===== src/rtl/backup_switch_pkg.sv =====
package backup_switch_pkg;

  // request kinds: bit 1 clear means latency-critical
  localparam logic [1:0] KIND_IRQ  = 2'd0;
  localparam logic [1:0] KIND_PIO  = 2'd1;
  localparam logic [1:0] KIND_CFG  = 2'd2;
  localparam logic [1:0] KIND_BOOT = 2'd3;

  typedef enum logic [3:0] {
    S_IDLE, S_DRAIN, S_POWER, S_COPY, S_SWITCH,
    S_BACKUP, S_BDRAIN, S_RESTORE, S_REPLAY
  } phase_t;

  typedef struct packed {
    logic stall;      // unit under test stalled
    logic pwrOn;      // backup powered
    logic bkReset;    // backup held in reset
    logic bkLoad;     // copy status into backup
    logic origLoad;   // copy status back into original
    logic useBackup;  // output select on backup
    logic filter;     // split critical / deferred requests
    logic holdSel;    // refuse requests for unit under test
    logic replay;     // drain deferral queue to original
    logic bkStall;    // backup being drained
  } strobe_t;

  function automatic logic isCritical(input logic [1:0] kind);
    return !kind[1];
  endfunction

endpackage


===== src/rtl/backup_switch_fifo.sv =====
module backup_switch_fifo #(
  parameter int DEPTH = 4,
  parameter int WIDTH = 18
) (
  input  logic             clk,
  input  logic             rstN,
  input  logic             push,
  input  logic [WIDTH-1:0] pushData,
  input  logic             pop,
  output logic [WIDTH-1:0] popData,
  output logic             full,
  output logic             empty
);
  localparam int AW = (DEPTH > 1) ? $clog2(DEPTH) : 1;
  localparam int CW = $clog2(DEPTH + 1);

  logic [WIDTH-1:0] mem [DEPTH];
  logic [AW-1:0]    wrPtr, rdPtr;
  logic [CW-1:0]    count;

  function automatic logic [AW-1:0] bump(input logic [AW-1:0] p);
    return (p == AW'(DEPTH - 1)) ? '0 : p + 1'b1;
  endfunction

  always_ff @(posedge clk) begin
    if (!rstN) begin
      wrPtr <= '0;
      rdPtr <= '0;
      count <= '0;
    end else begin
      if (push) wrPtr <= bump(wrPtr);
      if (pop)  rdPtr <= bump(rdPtr);
      count <= count + CW'(push) - CW'(pop);
    end
  end

  always_ff @(posedge clk) begin
    if (push) mem[wrPtr] <= pushData;
  end

  assign popData = mem[rdPtr];
  assign full    = (count == CW'(DEPTH));
  assign empty   = (count == '0);

  p_no_overflow_r10: assert property (@(posedge clk) disable iff (!rstN)
    push |-> !full);
  p_no_underflow_r9: assert property (@(posedge clk) disable iff (!rstN)
    pop |-> !empty);

endmodule


===== src/rtl/backup_switch_ctrl.sv =====
module backup_switch_ctrl
  import backup_switch_pkg::*;
#(
  parameter int NUM_UNITS = 4,
  parameter int UNIT_W    = 2
) (
  input  logic                 clk,
  input  logic                 rstN,
  input  logic                 testStart,
  input  logic [UNIT_W-1:0]    testUnit,
  input  logic                 testEnd,
  input  logic [NUM_UNITS-1:0] origBusy,
  input  logic                 bkBusy,
  input  logic                 fifoEmpty,
  output strobe_t              st,
  output logic [UNIT_W-1:0]    sel
);
  phase_t phase, phaseNext;
  logic   selBusy;

  assign selBusy = origBusy[sel];

  always_ff @(posedge clk) begin
    if (!rstN) begin
      phase <= S_IDLE;
      sel   <= '0;
    end else begin
      phase <= phaseNext;
      if (phase == S_IDLE && testStart) sel <= testUnit;
    end
  end

  always_comb begin
    phaseNext = phase;
    unique case (phase)
      S_IDLE:    if (testStart)           phaseNext = S_DRAIN;
      S_DRAIN:   if (!selBusy)            phaseNext = S_POWER;
      S_POWER:                            phaseNext = S_COPY;
      S_COPY:                             phaseNext = S_SWITCH;
      S_SWITCH:  if (!selBusy && !bkBusy) phaseNext = S_BACKUP;
      S_BACKUP:  if (testEnd)             phaseNext = S_BDRAIN;
      S_BDRAIN:  if (!bkBusy)             phaseNext = S_RESTORE;
      S_RESTORE:                          phaseNext = S_REPLAY;
      S_REPLAY:  if (fifoEmpty)           phaseNext = S_IDLE;
      default:                            phaseNext = S_IDLE;
    endcase
  end

  always_comb begin
    st = '0;
    st.stall     = phase inside {S_DRAIN, S_POWER, S_COPY, S_SWITCH,
                                 S_BACKUP, S_BDRAIN, S_RESTORE};
    st.pwrOn     = phase inside {S_POWER, S_COPY, S_SWITCH, S_BACKUP,
                                 S_BDRAIN, S_RESTORE};
    st.bkReset   = (phase == S_POWER);
    st.bkLoad    = (phase == S_COPY);
    st.origLoad  = (phase == S_RESTORE);
    st.useBackup = phase inside {S_BACKUP, S_BDRAIN};
    st.filter    = (phase == S_BACKUP);
    st.holdSel   = phase inside {S_DRAIN, S_POWER, S_COPY, S_SWITCH,
                                 S_BDRAIN, S_RESTORE};
    st.replay    = (phase == S_REPLAY);
    st.bkStall   = (phase == S_BDRAIN);
  end

  // status copy follows the backup reset cycle
  p_copy_after_reset_r3: assert property (@(posedge clk) disable iff (!rstN)
    st.bkLoad |-> $past(st.bkReset));
  // select moves over only on a quiet cycle
  p_quiet_switch_r6: assert property (@(posedge clk) disable iff (!rstN)
    $rose(st.useBackup) |-> $past(!origBusy[sel] && !bkBusy));
  p_quiet_return_r6: assert property (@(posedge clk) disable iff (!rstN)
    $fell(st.useBackup) |-> $past(!bkBusy));
  // restore only after the backup drained
  p_restore_after_drain_r8: assert property (@(posedge clk) disable iff (!rstN)
    st.origLoad |-> $past(st.bkStall && !bkBusy));
  // a start during a session leaves the selection alone
  p_start_ignored_r12: assert property (@(posedge clk) disable iff (!rstN)
    (phase != S_IDLE && testStart) |=> $stable(sel));

endmodule


===== src/rtl/backup_switch_dp.sv =====
module backup_switch_dp
  import backup_switch_pkg::*;
#(
  parameter int NUM_UNITS  = 4,
  parameter int UNIT_W     = 2,
  parameter int DATA_W     = 16,
  parameter int INT_W      = 8,
  parameter int FIFO_DEPTH = 4
) (
  input  logic                        clk,
  input  logic                        rstN,
  input  strobe_t                     st,
  input  logic [UNIT_W-1:0]           sel,
  input  logic                        reqValid,
  input  logic [UNIT_W-1:0]           reqUnit,
  input  logic [1:0]                  reqKind,
  input  logic [DATA_W-1:0]           reqData,
  output logic                        reqReady,
  output logic [1:0]                  fwdKind,
  output logic [DATA_W-1:0]           fwdData,
  output logic [NUM_UNITS-1:0]        origReqValid,
  output logic [NUM_UNITS-1:0]        origStall,
  input  logic [NUM_UNITS-1:0]        origRspValid,
  input  logic [NUM_UNITS*DATA_W-1:0] origRspData,
  input  logic [NUM_UNITS*INT_W-1:0]  origIntStatus,
  output logic [NUM_UNITS-1:0]        origIntLoad,
  output logic [INT_W-1:0]            origIntData,
  output logic                        bkPowerOn,
  output logic                        bkReset,
  output logic                        bkStall,
  output logic                        bkReqValid,
  input  logic                        bkRspValid,
  input  logic [DATA_W-1:0]           bkRspData,
  input  logic [INT_W-1:0]            bkIntStatus,
  output logic                        bkIntLoad,
  output logic [INT_W-1:0]            bkIntData,
  output logic [NUM_UNITS-1:0]        rspValid,
  output logic [NUM_UNITS*DATA_W-1:0] rspData,
  output logic                        fifoEmpty
);
  localparam int ITEM_W = DATA_W + 2;

  logic              hitSel, fwdValid, pushReq, popReq, fifoFull;
  logic [ITEM_W-1:0] headItem;

  assign hitSel = (reqUnit == sel);

  always_comb begin
    reqReady   = 1'b1;
    fwdValid   = 1'b0;
    bkReqValid = 1'b0;
    pushReq    = 1'b0;
    if (st.replay) begin
      reqReady = 1'b0;
    end else if (hitSel && st.holdSel) begin
      reqReady = 1'b0;
    end else if (hitSel && st.filter) begin
      if (isCritical(reqKind))  bkReqValid = reqValid;
      else if (fifoFull)        reqReady   = 1'b0;
      else                      pushReq    = reqValid;
    end else begin
      fwdValid = reqValid;
    end
  end

  assign popReq = st.replay && !fifoEmpty;
  assign {fwdKind, fwdData} = st.replay ? headItem : {reqKind, reqData};

  backup_switch_fifo #(.DEPTH(FIFO_DEPTH), .WIDTH(ITEM_W)) i_deferQ (
    .clk(clk), .rstN(rstN),
    .push(pushReq), .pushData({reqKind, reqData}),
    .pop(popReq), .popData(headItem),
    .full(fifoFull), .empty(fifoEmpty)
  );

  for (genvar u = 0; u < NUM_UNITS; u++) begin : g_unit
    logic isSel;
    assign isSel = (sel == UNIT_W'(u));
    assign origReqValid[u] = st.replay ? (popReq && isSel)
                                       : (fwdValid && reqUnit == UNIT_W'(u));
    assign origStall[u]    = st.stall && isSel;
    assign origIntLoad[u]  = st.origLoad && isSel;
    assign rspValid[u]     = (st.useBackup && isSel) ? bkRspValid
                                                     : origRspValid[u];
    assign rspData[u*DATA_W +: DATA_W] = (st.useBackup && isSel) ? bkRspData
                                         : origRspData[u*DATA_W +: DATA_W];
  end

  assign bkPowerOn   = st.pwrOn;
  assign bkReset     = st.bkReset;
  assign bkStall     = st.bkStall;
  assign bkIntLoad   = st.bkLoad;
  assign bkIntData   = origIntStatus[sel*INT_W +: INT_W];
  assign origIntData = bkIntStatus;

  // a stalled original is never handed a request
  p_stalled_idle_r3: assert property (@(posedge clk) disable iff (!rstN)
    (origReqValid & origStall) == '0);
  // only critical kinds ever reach the backup
  p_backup_critical_r5: assert property (@(posedge clk) disable iff (!rstN)
    bkReqValid |-> isCritical(fwdKind));
  // backup is live whenever it is handed work
  p_backup_live_r4: assert property (@(posedge clk) disable iff (!rstN)
    bkReqValid |-> (bkPowerOn && !bkReset));

endmodule


===== src/rtl/backup_switch.sv =====
module backup_switch
  import backup_switch_pkg::*;
#(
  parameter int NUM_UNITS  = 4,
  parameter int DATA_W     = 16,
  parameter int INT_W      = 8,
  parameter int FIFO_DEPTH = 4,
  localparam int UNIT_W    = (NUM_UNITS > 1) ? $clog2(NUM_UNITS) : 1
) (
  input  logic                        clk,
  input  logic                        rstN,
  input  logic                        testStart,
  input  logic [UNIT_W-1:0]           testUnit,
  input  logic                        testEnd,
  output logic                        unitIsolated,
  input  logic                        reqValid,
  input  logic [UNIT_W-1:0]           reqUnit,
  input  logic [1:0]                  reqKind,
  input  logic [DATA_W-1:0]           reqData,
  output logic                        reqReady,
  output logic [1:0]                  fwdKind,
  output logic [DATA_W-1:0]           fwdData,
  output logic [NUM_UNITS-1:0]        origReqValid,
  output logic [NUM_UNITS-1:0]        origStall,
  input  logic [NUM_UNITS-1:0]        origBusy,
  input  logic [NUM_UNITS-1:0]        origRspValid,
  input  logic [NUM_UNITS*DATA_W-1:0] origRspData,
  input  logic [NUM_UNITS*INT_W-1:0]  origIntStatus,
  output logic [NUM_UNITS-1:0]        origIntLoad,
  output logic [INT_W-1:0]            origIntData,
  output logic                        bkPowerOn,
  output logic                        bkReset,
  output logic                        bkStall,
  output logic                        bkReqValid,
  input  logic                        bkBusy,
  input  logic                        bkRspValid,
  input  logic [DATA_W-1:0]           bkRspData,
  input  logic [INT_W-1:0]            bkIntStatus,
  output logic                        bkIntLoad,
  output logic [INT_W-1:0]            bkIntData,
  output logic [NUM_UNITS-1:0]        rspValid,
  output logic [NUM_UNITS*DATA_W-1:0] rspData
);
  strobe_t           st;
  logic [UNIT_W-1:0] sel;
  logic              fifoEmpty;

  backup_switch_ctrl #(.NUM_UNITS(NUM_UNITS), .UNIT_W(UNIT_W)) i_ctrl (
    .clk(clk), .rstN(rstN),
    .testStart(testStart), .testUnit(testUnit), .testEnd(testEnd),
    .origBusy(origBusy), .bkBusy(bkBusy), .fifoEmpty(fifoEmpty),
    .st(st), .sel(sel)
  );

  backup_switch_dp #(
    .NUM_UNITS(NUM_UNITS), .UNIT_W(UNIT_W), .DATA_W(DATA_W),
    .INT_W(INT_W), .FIFO_DEPTH(FIFO_DEPTH)
  ) i_dp (
    .clk(clk), .rstN(rstN), .st(st), .sel(sel),
    .reqValid(reqValid), .reqUnit(reqUnit), .reqKind(reqKind),
    .reqData(reqData), .reqReady(reqReady),
    .fwdKind(fwdKind), .fwdData(fwdData),
    .origReqValid(origReqValid), .origStall(origStall),
    .origRspValid(origRspValid), .origRspData(origRspData),
    .origIntStatus(origIntStatus), .origIntLoad(origIntLoad),
    .origIntData(origIntData),
    .bkPowerOn(bkPowerOn), .bkReset(bkReset), .bkStall(bkStall),
    .bkReqValid(bkReqValid), .bkRspValid(bkRspValid), .bkRspData(bkRspData),
    .bkIntStatus(bkIntStatus), .bkIntLoad(bkIntLoad), .bkIntData(bkIntData),
    .rspValid(rspValid), .rspData(rspData), .fifoEmpty(fifoEmpty)
  );

  assign unitIsolated = st.useBackup;

endmodule


===== config.mk =====
export PLATFORM = sky130hd
export DESIGN_NAME = backup_switch
export DESIGN_NICKNAME = d
export VERILOG_FILES = /design/src/rtl/backup_switch_pkg.sv /design/src/rtl/backup_switch_fifo.sv /design/src/rtl/backup_switch_ctrl.sv /design/src/rtl/backup_switch_dp.sv /design/src/rtl/backup_switch.sv
export SDC_FILE = /design/constraint.sdc
export NUM_CORES = 1
export LEC_CHECK = 0
export ABC_AREA = 0
export CAP_MARGIN = 25
export CORE_AREA = 2 2 109 111
export DETAILED_ROUTE_END_ITERATION = 12
export DIE_AREA = 0 0 111 113
export DONT_BUFFER_PORTS = 1
export MAX_ROUTING_LAYER = met4
export PLACE_DENSITY = 0.63
export SYNTH_ARGS = -nofsm -noshare
export SYNTH_HDL_FRONTEND = slang
export SYNTH_HIERARCHICAL = 1
export SYNTH_SLANG_ARGS = --single-unit

===== constraint.sdc =====
create_clock -name clk -period 6.6 [get_ports clk]
set_clock_uncertainty 0.2 [all_clocks]
set_input_delay 0.66 -clock clk [delete_from_list [all_inputs] [get_ports clk]]
set_output_delay 0.66 -clock clk [all_outputs]
set_load 0.01 [all_outputs]

# After elaboration in Yosys (flattened, before gate mapping)
# Memories as Yosys holds them, arrays and structs flattened. A register that Yosys moved wholly into a read port is not among the register bits.
# Index checks and enable logic that the tools add are counted.
[classes] n_eq_ne=24 n_addsub=4 n_shift=1 mux=45 magnitude_cmp=1 n_reduce_logical=37
[ops] cell="$mux W16" n=4
[ops] cell="$pmux W4 S9" n=1
[ops] cell="$shiftx A32 B6 Y8" n=1
[ops] cell="$mux W1" n=28
[ops] cell="$logic_and A1 B1 Y1" n=25
[ops] cell="$mux W4" n=6
[ops] cell="$mux W18" n=1
[ops] cell="$eq A4 B3 Y1 const B" n=4
[ops] cell="$eq A2 B2 Y1 const B" n=6
[ops] cell="$reduce_bool A6 Y1" n=2
[ops] cell="$ne A2 B2 Y1 const B" n=5
[ops] cell="$eq A4 B2 Y1 const B" n=2
[ops] cell="$mux W2" n=4
[ops] cell="$reduce_bool A7 Y1" n=1
[ops] cell="$reduce_and A6 Y1" n=1
[ops] cell="$add A2 B1 Y2 const B" n=2
[ops] cell="$eq A2 B1 Y1 const B" n=2
[ops] cell="$eq A4 B1 Y1 const B" n=1
[ops] cell="$eq A4 B4 Y1 const B" n=1
[ops] cell="$logic_not A2 Y1" n=2
[ops] cell="$logic_not A4 Y1" n=1
[ops] cell="$add A3 B1 Y3" n=1
[ops] cell="$eq A3 B3 Y1 const B" n=1
[ops] cell="$logic_not A1 Y1" n=3
[ops] cell="7 further kinds" n=7
[totals] word_cells=118 n_memories=1 ram_bits=72 out_inout_bits=121 register_bits=13
[memory_table] name="i_dp.i_deferQ.mem" depth=4 width=18 rd=1 rd_clocked_by_memory_dff=1 write_ports=1 line_no="backup_switch_fifo.sv:17" source="logic [WIDTH-1:0] mem [DEPTH];"

# Logic depth before layout (Yosys ltp)
[logic_depth] word_depth=8 mapped_depth=10

# Cells and area by module
# The synthesis kept the hierarchy.
[modules_own_cells] mod="backup_switch_fifo" area_per_inst_um2=3096.7 cells_per_inst=138 seq_area_each_um2=2342.2 instances=1
[modules_own_cells] mod="backup_switch_dp" area_per_inst_um2=1740.4 cells_per_inst=158 seq_area_each_um2=0.0 instances=1
[modules_own_cells] mod="backup_switch_ctrl" area_per_inst_um2=420.4 cells_per_inst=56 seq_area_each_um2=120.1 instances=1

# Worst setup path after synthesis
# No wires, ideal clock.
[synth_path] kind="flip-flop to output port" from="register i_ctrl.phase[0]" to="output rspData[10]" path_buffers=3 path_stages_with_launch=8 slack_ps=3419 arrival_time_ps=2321 path_cell_list="dfxtp_1 > buf_2 > xnor2_1 > nor3_1 > and2_4 > buf_6 > buf_12 > mux2_4"
[synth_between] elab_chain_len=4 elab_cells_between_ends=5
[synth_rtl] element="start: declaration" line_no="backup_switch_ctrl.sv:18" source="phase_t phase, phaseNext;"
[synth_rtl] element="start signal: assignment" line_no="backup_switch_ctrl.sv:28" source="phase <= phaseNext;"
[synth_rtl] element="$eq A4 B3 Y1" line_no="backup_switch_ctrl.sv:58" source="st.useBackup = phase inside {S_BACKUP, S_BDRAIN};"
[synth_rtl] element="$reduce_bool A2 Y1 *" line_no="backup_switch_ctrl.sv:58"
[synth_rtl] element="via unitIsolated" line_no="backup_switch.sv:15" source="output logic unitIsolated,"
[synth_rtl] element="$logic_and A1 B1 Y1 *" line_no="backup_switch_dp.sv:85" source="assign rspData[u*DATA_W +: DATA_W] = (st.useBackup && isSel) ? bkRspData"
[synth_rtl] element="$mux W16 *" line_no="backup_switch_dp.sv:85"
[synth_rtl] element="end: declaration" line_no="backup_switch.sv:42" source="output logic [NUM_UNITS*DATA_W-1:0] rspData"
# The timed path passes the listed nets; every way through them passes the cells marked *.

# Final worst setup path
[layout_path] from="register i_ctrl.phase[0]" to="output rspValid[0]"
[layout_between] elab_chain_len=4 elab_cells_between_ends=5
[layout_rtl] element="$eq A4 B3 Y1" line_no="backup_switch_ctrl.sv:58"
[layout_rtl] element="$reduce_bool A2 Y1 *" line_no="backup_switch_ctrl.sv:58"
[layout_rtl] element="via unitIsolated" line_no="backup_switch.sv:15"
[layout_rtl] element="$logic_and A1 B1 Y1 *" line_no="backup_switch_dp.sv:83" source="assign rspValid[u] = (st.useBackup && isSel) ? bkRspValid"
[layout_rtl] element="$mux W1 *" line_no="backup_switch_dp.sv:83"
[layout_rtl] element="end: declaration" line_no="backup_switch.sv:41" source="output logic [NUM_UNITS-1:0] rspValid,"
# Marks and branches as above.

==> reports/results.tsv <==
stage	metric	value	unit
timing	fin_crit_sh	53.0	%
setup_path	crit_chain	xnor2_1, nor3_1, buf_4, and2_4, mux2_2	
detailed_routing	first_iter_violations	159	
final_layout	antennaDiodeCount	0	
global_route	grt_pass1_wl	21000	um
timing	max_slew_margin	33.7	%
synth	postSynthNetCount	517	
global_route	grt_usage	24.4	%
clocking	clock-sinks	87	
timing	fmax	286	MHz
pwr	switching_share	28.0	%
synth	yosys_warnings	6	
timing	hold_violations	0	
clocking	clk_pin_slew	0.07	ns
setup_path	crit_path_start_kind	flip-flop	
timing	fin_setup_tns	0	ns
clocking	htree_levels	3	
synth	synth_ff_type	edfxtp_1	
timing	slew_viol_final	0	
setup_path	worst-path-buf-inv	1	
setup_path	worst_setup_path_end_kind	primary output	
timing	worst_slew_pin_slew	0.995	ns
placed_design	io_buffers	0	
hold_path	min_path_type	input port to flip-flop	
clocking	cts_hold_buf	0	
clocking	cts_tree	yes	
pwr	p_comb_share	18.2	%
detailed_routing	wirelength	15600	um
global_route	first_global_vias	3000	
detailed_routing	num_vias	3016	
clocking	numCtsBuffers	9	
clocking	clk_latency	0.33	ns
synth	yosys.area_share.simple	8.95	%
placed_design	dp_hpwl	12500	um
placed_design	placed_cell_area	5210	sq um
floorplan	io-pin-count	278	
setup_path	arrival	2.64	ns
detailed_routing	drt_first_pass_iters	4	
synth	syn_area	5260	sq um
floorplan	die_x	111	um
clocking	cts-root-buf	clkbuf_16	
placed_design	placed_cells	469	
pwr	switchingPower	0.372	mW
synth	avgSynthCellArea	14.9	sq um
timing	rsz0062_at_grt	no	
global_route	grt_max_degree	24	
setup_path	slowest_delay	0.58	ns
floorplan	die_area	12500	sq um
synth	synth.area.top_cells	edfxtp_1 (41%), mux2_2 (12%), mux2_4 (8.6%)	
synth	netlist.area_leader.share	41.1	%
synth	synth_compound_area_share	1.48	%
setup_path	slowest_stage	dfxtp_1	
clocking	cts_setup_buffers	0	
floorplan	core.rowCount	39	
detailed_routing	drc	0	
final_layout	syn_to_final_growth	5.05	%
floorplan	start_util	46.6	%
pwr	p_clk_share	35.3	%
synth	synth_edf_count	72	
clocking	cts_buffer_depth	2	
job	cap_viol_max_count	0	
global_route	antenna_found_initial	0	
global_route	grtUsageMet1	27.9	%
final_layout	final_core_utilization	49.0	%
setup_path	cp_max_fo	17	
floorplan	die_y	113	um
synth	ys_seq_area_share	46.8	%
timing	fin_hold_ws	0.222	ns
setup_path	critPathKind	flip-flop to primary output	
synth	synth_fa_ha_area_share	2.05	%
pwr	p_leak	1.96	nW
synth	synth_top_family_by_area	multiplexers	
synth	yosys-top-cells-count	edfxtp_1 (72), mux2_2 (56), mux2_4 (30), mux4_2 (19), nor2_1 (18)	
synth	syn-instance-count	352	
detailed_routing	antenna_left	0	
synth	synth_largest_area_cell	edfxtp_1	
final_layout	final_nets	503	
placed_design	place_congestion	0.918	
synth	synth-async-reset-ratio	0	%
global_route	gr-usage-met3	23.6	%
floorplan	core	11300	sq um
synth	synthXorXnorAreaFrac	1.29	%
pwr	power.internal	0.958	mW
global_route	met2_usage	31.5	%
synth	synth_cell_types	41	
final_layout	stdcell_count	486	
detailed_routing	via_per_inst	6.21	
clocking	post_cts_resized	0	
global_route	grt.busiest_layer	met2	
detailed_routing	wl_per_cell	32.1	um
outcome	status	complete, no violations	
final_layout	drive_gt1_share	39.4	%
synth	synthMuxAreaShare	34.0	%
pwr	power.density	241	nW/um^2
synth	synth_seq_cells	87	
setup_path	critPathRequiredTime	5.74	ns
synth	yosysMostFrequentCell	edfxtp_1	
final_layout	fin_area	5520	sq um
global_route	grt-ovfl-total	0	
pwr	seq_power_share	46.5	%
timing	fin_crit	3.50	ns
timing	setup_violations	0	
setup_path	critPathTopFamily	simple AND/OR/NAND/NOR gates	
pwr	irDropWorstVdd	0.211	mV
## stage by stage
step                      setup slack [ns]  power, mW
final                                 3.10       1.33
after global routing                  2.97       1.38
after global placement                2.91      0.865
after detailed placement              2.79      0.869
after CTS                             2.78       1.34
after floorplan                       3.42      0.833
## logic make-up (layout without fill, tap and decap cells)
family                     after synthesis  in the layout
muxes                                  120            120
AOI/OAI and AO/OA                       12             12
xor gates and xnor gates                 6              6
DFF                                     87             87
and+or+nand+nor                         81             81
buffers and inverters                   38             29
adders and majority gates                8              8
## state kept, by name (all words and copies together) (netlist names), named ones only
signal / cells
i_ctrl/phase: 4
i_dp/i_deferQ/mem: 72
i_ctrl/sel: 2
i_dp/i_deferQ/count: 3
i_dp/i_deferQ/wrPtr: 2
i_dp/i_deferQ/rdPtr: 2
## routing by layer
| metal | vias to the layer above | wire, um |
|---|---|---|
| met5 | - | 0 |
| met4 | 0 | 61 |
| met3 | 8 | 3280 |
| met2 | 178 | 6530 |
| met1 | 1519 | 5740 |
| li1 | 1311 | - |
## power by group through the flow
stage	Clock, mW	Combinational, mW	Sequential (mW)
after global routing	0.503	0.258	0.620
after floorplan	0	0.214	0.619
after detailed placement	0	0.239	0.630
after CTS	0.482	0.240	0.618
after global placement	0	0.237	0.628
final	0.470	0.242	0.618
## layout by cell type, fill, tap and decap left out, drive strengths merged, types with 2 or more instances in the layout
cell	instances
a21oi	4
and2	14
and3	4
buf	4
clkbuf	10
clkinv	5
dfxtp	15
edfxtp	72
ha	7
inv	10
mux2	86
mux2i	7
mux4	27
nand2	13
nand2b	6
nand3	5
nand3b	2
nor2	19
nor2b	8
nor3	7
o21ai	3
o311ai	2
or3b	2
xnor2	2
xor2	3
## worst paths after layout
check,to,depth (start not counted),from,slack [ns]
worst max-delay path,rspValid[0],5,i_ctrl/phase[0],3.10
worst min register to register,i_dp/i_deferQ/rdPtr[0],2,i_dp/i_deferQ/rdPtr[0],0.32
worst max register to register,i_dp/i_deferQ/count[2],9,i_ctrl/phase[1],3.48
worst min-delay path,i_dp/i_deferQ/mem[2][6],0,reqData[6],0.22
## area by class of cell
class / instances / area [sq um]
Clock buffer: 9 / 225
Clock inverter: 7 / 58.8
Fill cell: 971 / 5750
Inverter: 8 / 30.0
Multi-Input combinational cell: 227 / 2510
Sequential cell: 87 / 2460
Tap cell: 143 / 179
Timing Repair Buffer: 5 / 55.1
(Power assumes the default switching activity.)
